[config.mk]
export PLATFORM = sky130hd
export DESIGN_NAME = wdog_prescaled
export DESIGN_NICKNAME = d
export VERILOG_FILES = /design/src/rtl/wdog_pkg.sv /design/src/rtl/wdog_src_sel.sv /design/src/rtl/wdog_chain.sv /design/src/rtl/wdog_ctl_reg.sv /design/src/rtl/wdog_prescaled.sv
export SDC_FILE = /design/constraint.sdc
export NUM_CORES = 1
export LEC_CHECK = 0
export BUFFER_PORTS_ARGS = -buffer_cell sky130_fd_sc_hd__buf_2
export CAP_MARGIN = 30
export CELL_PAD_IN_SITES_DETAIL_PLACEMENT = 0
export CELL_PAD_IN_SITES_GLOBAL_PLACEMENT = 1
export CORE_MARGIN = 3
export CORE_UTILIZATION = 40
export DETAILED_ROUTE_END_ITERATION = 12
export GPL_TIMING_DRIVEN = 0
export PLACE_DENSITY_LB_ADDON = 0.1
export SKIP_CTS_REPAIR_TIMING = 1
export SLEW_MARGIN = 10
export SYNTH_ARGS = -nofsm -noshare
export SYNTH_HDL_FRONTEND = slang
export SYNTH_HIERARCHICAL = 1
export SYNTH_SLANG_ARGS = --single-unit
[constraint.sdc]
create_clock -name clk_i -period 3.85 [get_ports clk_i]
set_input_delay 0 -clock clk_i [delete_from_list [all_inputs] [get_ports clk_i]]
set_output_delay 0 -clock clk_i [all_outputs]
set_load 0.005 [all_outputs]
[src/rtl/wdog_pkg.sv]
package wdog_pkg;
  localparam int unsigned CTL_W = 8;

  typedef enum logic {
    SRC_INSTR = 1'b0,
    SRC_OSC   = 1'b1
  } wdog_src_e;
endpackage

[src/rtl/wdog_src_sel.sv]
module wdog_src_sel #(
  parameter int unsigned SYNC_STAGES = 2,
  parameter int unsigned PHASE_W     = 2
) (
  input  logic clk_i,
  input  logic rst_ni,
  input  logic en_i,
  input  logic clr_i,
  input  logic halt_i,
  input  logic src_osc_i,
  input  logic osc_tick_i,
  output logic cnt_en_o
);
  localparam int unsigned SMSB = SYNC_STAGES - 1;

  logic [SYNC_STAGES-1:0] sync_q;
  logic                   prev_q;
  logic [PHASE_W-1:0]     phase_q;
  logic                   osc_pulse;
  logic                   instr_pulse;

  // synchronizer and edge detector for the oscillator tick
  always_ff @(posedge clk_i or negedge rst_ni) begin
    if (!rst_ni) begin
      sync_q <= '0;
      prev_q <= 1'b0;
    end else begin
      sync_q <= {sync_q[SMSB-1:0], osc_tick_i};
      prev_q <= sync_q[SMSB];
    end
  end

  assign osc_pulse = sync_q[SMSB] & ~prev_q;

  // instruction clock phase: frozen in halt, since the system clock stops there
  always_ff @(posedge clk_i or negedge rst_ni) begin
    if (!rst_ni) begin
      phase_q <= '0;
    end else if (!en_i || clr_i) begin
      phase_q <= '0;
    end else if (!halt_i) begin
      phase_q <= phase_q + PHASE_W'(1);
    end
  end

  assign instr_pulse = (&phase_q) & ~halt_i;
  assign cnt_en_o    = en_i & (src_osc_i ? osc_pulse : instr_pulse);
endmodule

[src/rtl/wdog_chain.sv]
module wdog_chain #(
  parameter int unsigned FIX_STAGES = 8,
  parameter int unsigned SEL_W      = 3
) (
  input  logic             clk_i,
  input  logic             rst_ni,
  input  logic             clr_i,
  input  logic             cnt_en_i,
  input  logic [SEL_W-1:0] sel_i,
  output logic             timeout_o
);
  localparam int unsigned PRE_W = (1 << SEL_W) - 1;

  logic [FIX_STAGES-1:0] fix_q;
  logic [PRE_W-1:0]      pre_q;
  logic [PRE_W-1:0]      sel_mask;
  logic                  fix_wrap;
  logic                  term;
  logic                  to_q;

  for (genvar i = 0; i < PRE_W; i++) begin : g_mask
    assign sel_mask[i] = (int'(sel_i) > i);
  end

  assign fix_wrap = cnt_en_i & (&fix_q);
  assign term     = fix_wrap & ((pre_q & sel_mask) == sel_mask);

  always_ff @(posedge clk_i or negedge rst_ni) begin
    if (!rst_ni) begin
      fix_q <= '0;
      pre_q <= '0;
      to_q  <= 1'b0;
    end else if (clr_i) begin
      fix_q <= '0;
      pre_q <= '0;
      to_q  <= 1'b0;
    end else begin
      to_q <= term;
      if (term) begin
        fix_q <= '0;
        pre_q <= '0;
      end else if (cnt_en_i) begin
        fix_q <= fix_q + FIX_STAGES'(1);
        if (fix_wrap) pre_q <= pre_q + PRE_W'(1);
      end
    end
  end

  assign timeout_o = to_q;
endmodule

[src/rtl/wdog_ctl_reg.sv]
module wdog_ctl_reg #(
  parameter int unsigned       W       = 8,
  parameter logic [W-1:0]      RST_VAL = '0
) (
  input  logic         clk_i,
  input  logic         rst_ni,
  input  logic         we_i,
  input  logic [W-1:0] wdata_i,
  output logic [W-1:0] rdata_o
);
  logic [W-1:0] q;

  always_ff @(posedge clk_i or negedge rst_ni) begin
    if (!rst_ni)   q <= RST_VAL;
    else if (we_i) q <= wdata_i;
  end

  assign rdata_o = q;
endmodule

[src/rtl/wdog_prescaled.sv]
module wdog_prescaled
  import wdog_pkg::*;
#(
  parameter int unsigned FIX_STAGES  = 8,
  parameter int unsigned SEL_W       = 3,
  parameter int unsigned SYNC_STAGES = 2,
  parameter int unsigned PHASE_W     = 2
) (
  input  logic             clk_i,
  input  logic             rst_ni,
  input  logic             en_i,
  input  logic             src_osc_i,
  input  logic             halt_i,
  input  logic             osc_tick_i,
  input  logic             clr_i,
  input  logic             ctl_we_i,
  input  logic [CTL_W-1:0] ctl_wdata_i,
  output logic [CTL_W-1:0] ctl_rdata_o,
  output logic             timeout_o
);
  localparam logic [CTL_W-1:0] CTL_RST = CTL_W'((1 << SEL_W) - 1);

  logic             use_osc;
  logic             cnt_en;
  logic             chain_clr;
  logic [CTL_W-1:0] ctl_q;

  assign use_osc   = (wdog_src_e'(src_osc_i) == SRC_OSC);
  assign chain_clr = ~en_i | clr_i;

  wdog_ctl_reg #(
    .W       (CTL_W),
    .RST_VAL (CTL_RST)
  ) u_ctl (
    .clk_i   (clk_i),
    .rst_ni  (rst_ni),
    .we_i    (ctl_we_i),
    .wdata_i (ctl_wdata_i),
    .rdata_o (ctl_q)
  );

  wdog_src_sel #(
    .SYNC_STAGES (SYNC_STAGES),
    .PHASE_W     (PHASE_W)
  ) u_src (
    .clk_i      (clk_i),
    .rst_ni     (rst_ni),
    .en_i       (en_i),
    .clr_i      (clr_i),
    .halt_i     (halt_i),
    .src_osc_i  (use_osc),
    .osc_tick_i (osc_tick_i),
    .cnt_en_o   (cnt_en)
  );

  wdog_chain #(
    .FIX_STAGES (FIX_STAGES),
    .SEL_W      (SEL_W)
  ) u_chain (
    .clk_i     (clk_i),
    .rst_ni    (rst_ni),
    .clr_i     (chain_clr),
    .cnt_en_i  (cnt_en),
    .sel_i     (ctl_q[SEL_W-1:0]),
    .timeout_o (timeout_o)
  );

  assign ctl_rdata_o = ctl_q;
endmodule

==> results of run 1 <==
## registers in the layout, summed over array words and instances, names as in the netlist
signal,count
u_chain/fix_q,8
u_chain/pre_q,7
u_chain/timeout_o,1
u_ctl/rdata_o,8
u_src/phase_q,2
u_src/prev_q,1
u_src/sync_q,2
## layout make-up
class | instances | area share
Clock buffer | 5 | 0.0370
Tap cell | 46 | 0.0309
Multi-Input combinational cell | 91 | 0.390
Buffer | 6 | 0.0188
Sequential cell | 29 | 0.392
Clock inverter | 3 | 0.00941
Timing Repair Buffer | 33 | 0.116
Inverter | 3 | 0.00605
## layout by cell type, fill, tap and decap left out, types with 2 or more instances in the layout
| cell type | n |
|---|---|
| dfrtp_1 | 26 |
| buf_2 | 24 |
| a211oi_1 | 11 |
| dlygate4sd3_1 | 10 |
| nand2_1 | 9 |
| xnor2_1 | 8 |
| mux2_4 | 8 |
| clkbuf_8 | 5 |
| nor2_1 | 5 |
| nor4_1 | 5 |
| xor2_1 | 5 |
| nand2b_1 | 4 |
| clkbuf_1 | 3 |
| o21ai_0 | 3 |
| inv_1 | 3 |
| ha_1 | 3 |
| dfstp_2 | 3 |
| clkinv_2 | 2 |
| a21o_1 | 2 |
| a21oi_1 | 2 |
| a211oi_2 | 2 |
| a32oi_1 | 2 |
| nor3_1 | 2 |
## metal layers
layer / vias to the layer above / GRT usage / wire (µm)
met4: 0 / 0.0456 / 17
met5: - / 0 / 0
li1: 550 / - / -
met1: 546 / 0.199 / 1410
met3: 2 / 0.0499 / 117
met2: 19 / 0.245 / 1470
## worst max path at each step
stage                                         to  slack, ns
floorplan           u_chain/fix_q[0]$_DFFE_PN0P_       2.03
global placement    u_chain/pre_q[4]$_DFFE_PN0P_       1.81
detailed placement  u_chain/pre_q[4]$_DFFE_PN0P_       1.76
CTS                 u_chain/pre_q[4]$_DFFE_PN0P_       1.75
global route        u_chain/pre_q[5]$_DFFE_PN0P_       1.60
finish              u_chain/pre_q[4]$_DFFE_PN0P_       1.77
## cell families (layout without fill, tap and decap cells)
logic type,count (synthesis),count (layout)
DFF,29,29
xor gates and xnor gates,13,13
and+or+nand+nor,37,37
buffers and inverters,9,50
adders and majority gates,3,3
AOI/OAI and AO/OA,29,29
muxes,9,9
## critical path, delay by kind of cell, from the launching register on
kind	cells	cell delay (ns)
buffers and inverters	2	0.37
and+or+nand+nor	4	0.81
DFF	1	0.37
AOI/OAI and AO/OA	2	0.25
adders and majority gates	1	0.15
## power breakdown
group          internal (mW)  total, mW  switching [mW]
registers              0.318      0.328         0.00934
clock network          0.124      0.238           0.114
logic                 0.0380     0.0696          0.0315
==> metrics.csv, run 1 <==
metric,value,unit
first-pass GRT wire length,5.15,mm
Placeable Area,3470,µm²
Synth top cells by count,"dfrtp_1, a211oi_1, nand2_1",
Synth Area in Simple Gates,0.149,
Synth cell types,42,
Post-Synth Adder-Cell Area,0.0250,
setup TNS,0,ns
Max IR drop VDD,0.235,mV
post-synthesis compound-gate area fraction,0.147,
Die Area,4520,µm²
clk_lat worst skew,0.27,ns
post-synthesis sequential area ratio,0.486,
R2R cell count,9,
Rel. slew slack,0.566,
Worst Path Max Fanout,10,
via count,1117,
post-route setup slack,1.77,ns
Slew @ Worst Pin,0.651,ns
mean routed wirelength per cell,13.9,µm
Post-synth ARST share,1.00,
fin. max-slew vios,0,
initial antenna violation count,0,
launch point of the worst reg-to-reg path,u_src/phase_q[0]$_DFFE_PN0P_,
cell with the most instances after synthesis,dfrtp_1,
largest family of logic cells by synthesized area,simple AND/OR/NAND/NOR gates,
WP data arrival,2.20,ns
clk_skew,0.00394,ns
xor and xnor area share after synthesis,0.0758,
Iter 0 DRT Violations,52,
Fmax,481,MHz
mux cell area share after synthesis,0.0867,
"FF+latch count, synth",29,
critical path startpoint category,flip-flop,
Synth top area share,0.433,
Syn Nets,148,
die span in y,67.3,µm
Rows,21,
Clock H-tree levels,2,
hold crit path type,primary input to flip-flop,
Layout area overhead,23.9,%
fin cells,216,
Post-DP HPWL,2.13,mm
Synth Instances,129,
status,finished clean,
cell area after layout,1860,µm²
final setup fails,0,
final WL,3.01,mm
RSZ-0062 raised after global routing,false,
ant diodes,0,
Post-synth EDFFs,0,
placed cells,198,
area post-placement,1670,µm²
critical path endpoint category,flip-flop,
total global routing overflow,0,
Total Routing Usage GR,0.154,
reg2reg setup slack,1.77,ns
drt pass-1 iters,4,
hold endpoint,u_src/phase_q[0]$_DFFE_PN0P_,
fin crit period,2.08,ns
Ys Warns,6,
dpl ws,1.76,ns
clock slew at reported path FFs,0.06,ns
fin util,0.536,
Synth area leaders,"dfrtp_1, mux2_4, a211oi_1, dfstp_2, xnor2_1",
synthesized area,1500,µm²
buffers added on ports,23,
ratio of cells with drive above 1 in the final layout,0.306,
routed vias/inst,5.17,
Mean Syn Cell Area,11.6,µm²
Root Driver,clkbuf_8,
Synth Flop Type,dfrtp_1,
die width,67.3,µm
CP Data Required Time,3.97,ns
CTS max path bufs,2,
P_leak,0.797,nW
final hold vios,0,
Num CTS Buffers,5,
critical path cell sequence,ha_1 -> nand4bb_1 -> nand2_1 -> nand4_4 -> or2_0 -> buf_2 -> a21oi_2 -> buf_4 -> a211oi_1,
CP max-delay cell,dfrtp_1,
CP startpoint,u_src/phase_q[0]$_DFFE_PN0P_,
TritonCTS clock tree,done,
Pwr Density,341,nW/µm²
Initial Util,0.433,
cell taking the most area after synthesis,dfrtp_1,
Ports,25,
"antenna viol nets, final",0,
WHS,0.00904,ns
post-route clock period utilization,0.540,
sequential cell area,729,µm²
HP Start,clr_i,
clk sinks,29,
Critical R2R Capture,u_chain/pre_q[4]$_DFFE_PN0P_,
PnR Total Power,0.635,mW
"slowest stage delay, CP",0.37,ns
Max Cap Viol,0,
Filler cells,328,
WHS Path Cells,3,
crit path kind,flip-flop to flip-flop,
GPL Wtd Cong,0.771,
nets,188,
Residual DRC,0,
Multi-input gate area,726,µm²
largest net degree at the start of global routing,30,
number of global-route vias before repair,1117,
(Power assumes the default switching activity.)
==> run 2, diff against run 1 <==
Settings changed: CORE_UTILIZATION 40 to 39.
Clock period 3.85 ns to 1.9 ns, I/O delays scaled along.
==> metrics.csv, run 2 (synthesis gave the netlist of run 1 again) <==
metric,value,unit
Die Area,4630,µm²
Gate power share,0.113,
reg2reg setup slack,0.05,ns
number of global-route vias before repair,1063,
buffers added on ports,23,
Residual DRC,0,
Placeable Area,3520,µm²
Total Routing Usage GR,0.158,
Filler cells,319,
Fmax,542,MHz
largest net degree at the start of global routing,30,
power share of the clock group,0.380,
first-pass GRT wire length,5.16,mm
clock slew at reported path FFs,0.06,ns
status,finished clean,
switching share of power,0.255,
drt pass-1 iters,4,
WHS,0.0120,ns
Max IR drop VDD,0.396,mV
launch point of the worst reg-to-reg path,u_src/phase_q[0]$_DFFE_PN0P_,
clk sinks,29,
final hold vios,0,
"commonest non-fill, non-tap cell in the layout",dfrtp_1,
Sequential Power Share,0.507,
nets,193,
Max Cap Viol,0,
GPL Wtd Cong,0.809,
ratio of cells with drive above 1 in the final layout,0.343,
fin. max-slew vios,0,
critical path cell sequence,ha_1 -> nand4bb_1 -> nand2_4 -> nand4_4 -> or2_1 -> buf_6 -> a21oi_4 -> buf_6 -> a211oi_1,
Rel. slew slack,0.578,
Worst Path Max Fanout,7,
via count,1156,
die width,68.0,µm
"slowest stage delay, CP",0.36,ns
final WL,3.24,mm
Initial Util,0.426,
sw power,0.334,mW
clk_lat worst skew,0.28,ns
TritonCTS clock tree,done,
initial antenna violation count,0,
CP Data Required Time,2.04,ns
total global routing overflow,0,
die span in y,68.0,µm
Critical R2R Capture,u_chain/pre_q[5]$_DFFE_PN0P_,
CTS max path bufs,2,
Num CTS Buffers,5,
PnR Total Power,1.31,mW
Pint,0.977,mW
"antenna viol nets, final",0,
Pwr Density,675,nW/µm²
Rows,21,
Ports,25,
mean routed wirelength per cell,14.6,µm
Iter 0 DRT Violations,72,
most frequent cells in the layout,"dfrtp_1, buf_2, a211oi_1",
Clock H-tree levels,2,
clk_skew,0.00428,ns
critical path startpoint category,flip-flop,
CP max-delay cell,dfrtp_1,
routed vias/inst,5.23,
hold endpoint,u_src/phase_q[0]$_DFFE_PN0P_,
P_leak,0.831,nW
Post-DP HPWL,2.08,mm
R2R cell count,9,
WP data arrival,1.98,ns
Slew @ Worst Pin,0.633,ns
HP Start,clr_i,
Layout area overhead,29.3,%
WHS Path Cells,3,
fin crit period,1.85,ns
CP most frequent cell,buf_6,
crit path kind,flip-flop to flip-flop,
ant diodes,0,
post-route clock period utilization,0.971,
fin util,0.552,
Root Driver,clkbuf_8,
hold crit path type,primary input to flip-flop,
critical path endpoint category,flip-flop,
RSZ-0062 raised after global routing,true,
final setup fails,0,
-- run 2: layout make-up --
class | instances | area (µm²) | area share
sequential | 29 | 729 | 0.376
clock buffer | 5 | 68.8 | 0.0354
tap | 46 | 57.6 | 0.0296
multi-input combinational | 91 | 754 | 0.389
inverter | 3 | 11.3 | 0.00580
timing repair buffer | 38 | 256 | 0.132
clock inverter | 3 | 17.5 | 0.00902
buffer | 6 | 46.3 | 0.0238
-- run 2: critical path, delay by kind of cell, from the launching register on --
| family | cells | cell delay (ns) |
|---|---|---|
| DFF | 1 | 0.36 |
| and+or+nand+nor | 4 | 0.65 |
| adders and majority gates | 1 | 0.16 |
| buffers and inverters | 2 | 0.29 |
| AOI/OAI and AO/OA | 2 | 0.23 |
-- run 2: stage by stage --
step | instances | setup WS (ns) | TNS (ns) | cell area [µm²]
floorplan | 129 | 0.0846 | 0 | 1500
global placement | 198 | -0.143 | -1.71 | 1670
detailed placement | 198 | -0.162 | -1.86 | 1670
CTS | 206 | -0.179 | -2.09 | 1760
global route | 221 | -0.0616 | -0.515 | 1940
finish | 221 | 0.0546 | 0 | 1940
-- run 2: how the worst max path moves through the flow --
stage | start | to | slack (ns) | cells past startpoint
floorplan | u_src/phase_q[0]$_DFFE_PN0P_ | u_chain/fix_q[0]$_DFFE_PN0P_ | 0.08 | 9
detailed placement | u_src/phase_q[0]$_DFFE_PN0P_ | u_chain/pre_q[3]$_DFFE_PN0P_ | -0.16 | 9
global route | u_src/phase_q[0]$_DFFE_PN0P_ | u_chain/fix_q[0]$_DFFE_PN0P_ | -0.06 | 9
global placement | u_src/phase_q[0]$_DFFE_PN0P_ | u_chain/pre_q[4]$_DFFE_PN0P_ | -0.14 | 9
CTS | u_src/phase_q[0]$_DFFE_PN0P_ | u_chain/pre_q[4]$_DFFE_PN0P_ | -0.18 | 9
finish | u_src/phase_q[0]$_DFFE_PN0P_ | u_chain/pre_q[5]$_DFFE_PN0P_ | 0.05 | 9
-- run 2: power groups by stage --
stage	Sequential [mW]	Clock (mW)	Combinational (mW)
after floorplan	0.673	0	0.0680
after global placement	0.674	0	0.126
after detailed placement	0.675	0	0.128
after CTS	0.664	0.523	0.128
after global routing	0.669	0.553	0.163
final	0.665	0.498	0.148
-- run 2: layer usage --
layer | up-vias | track usage | share of wire
met3 | 6 | 0.0542 | 0.057
met2 | 29 | 0.226 | 0.46
li1 | 563 | - | -
met4 | 0 | 0.0819 | 0.017
met5 | - | 0 | 0
met1 | 558 | 0.209 | 0.46
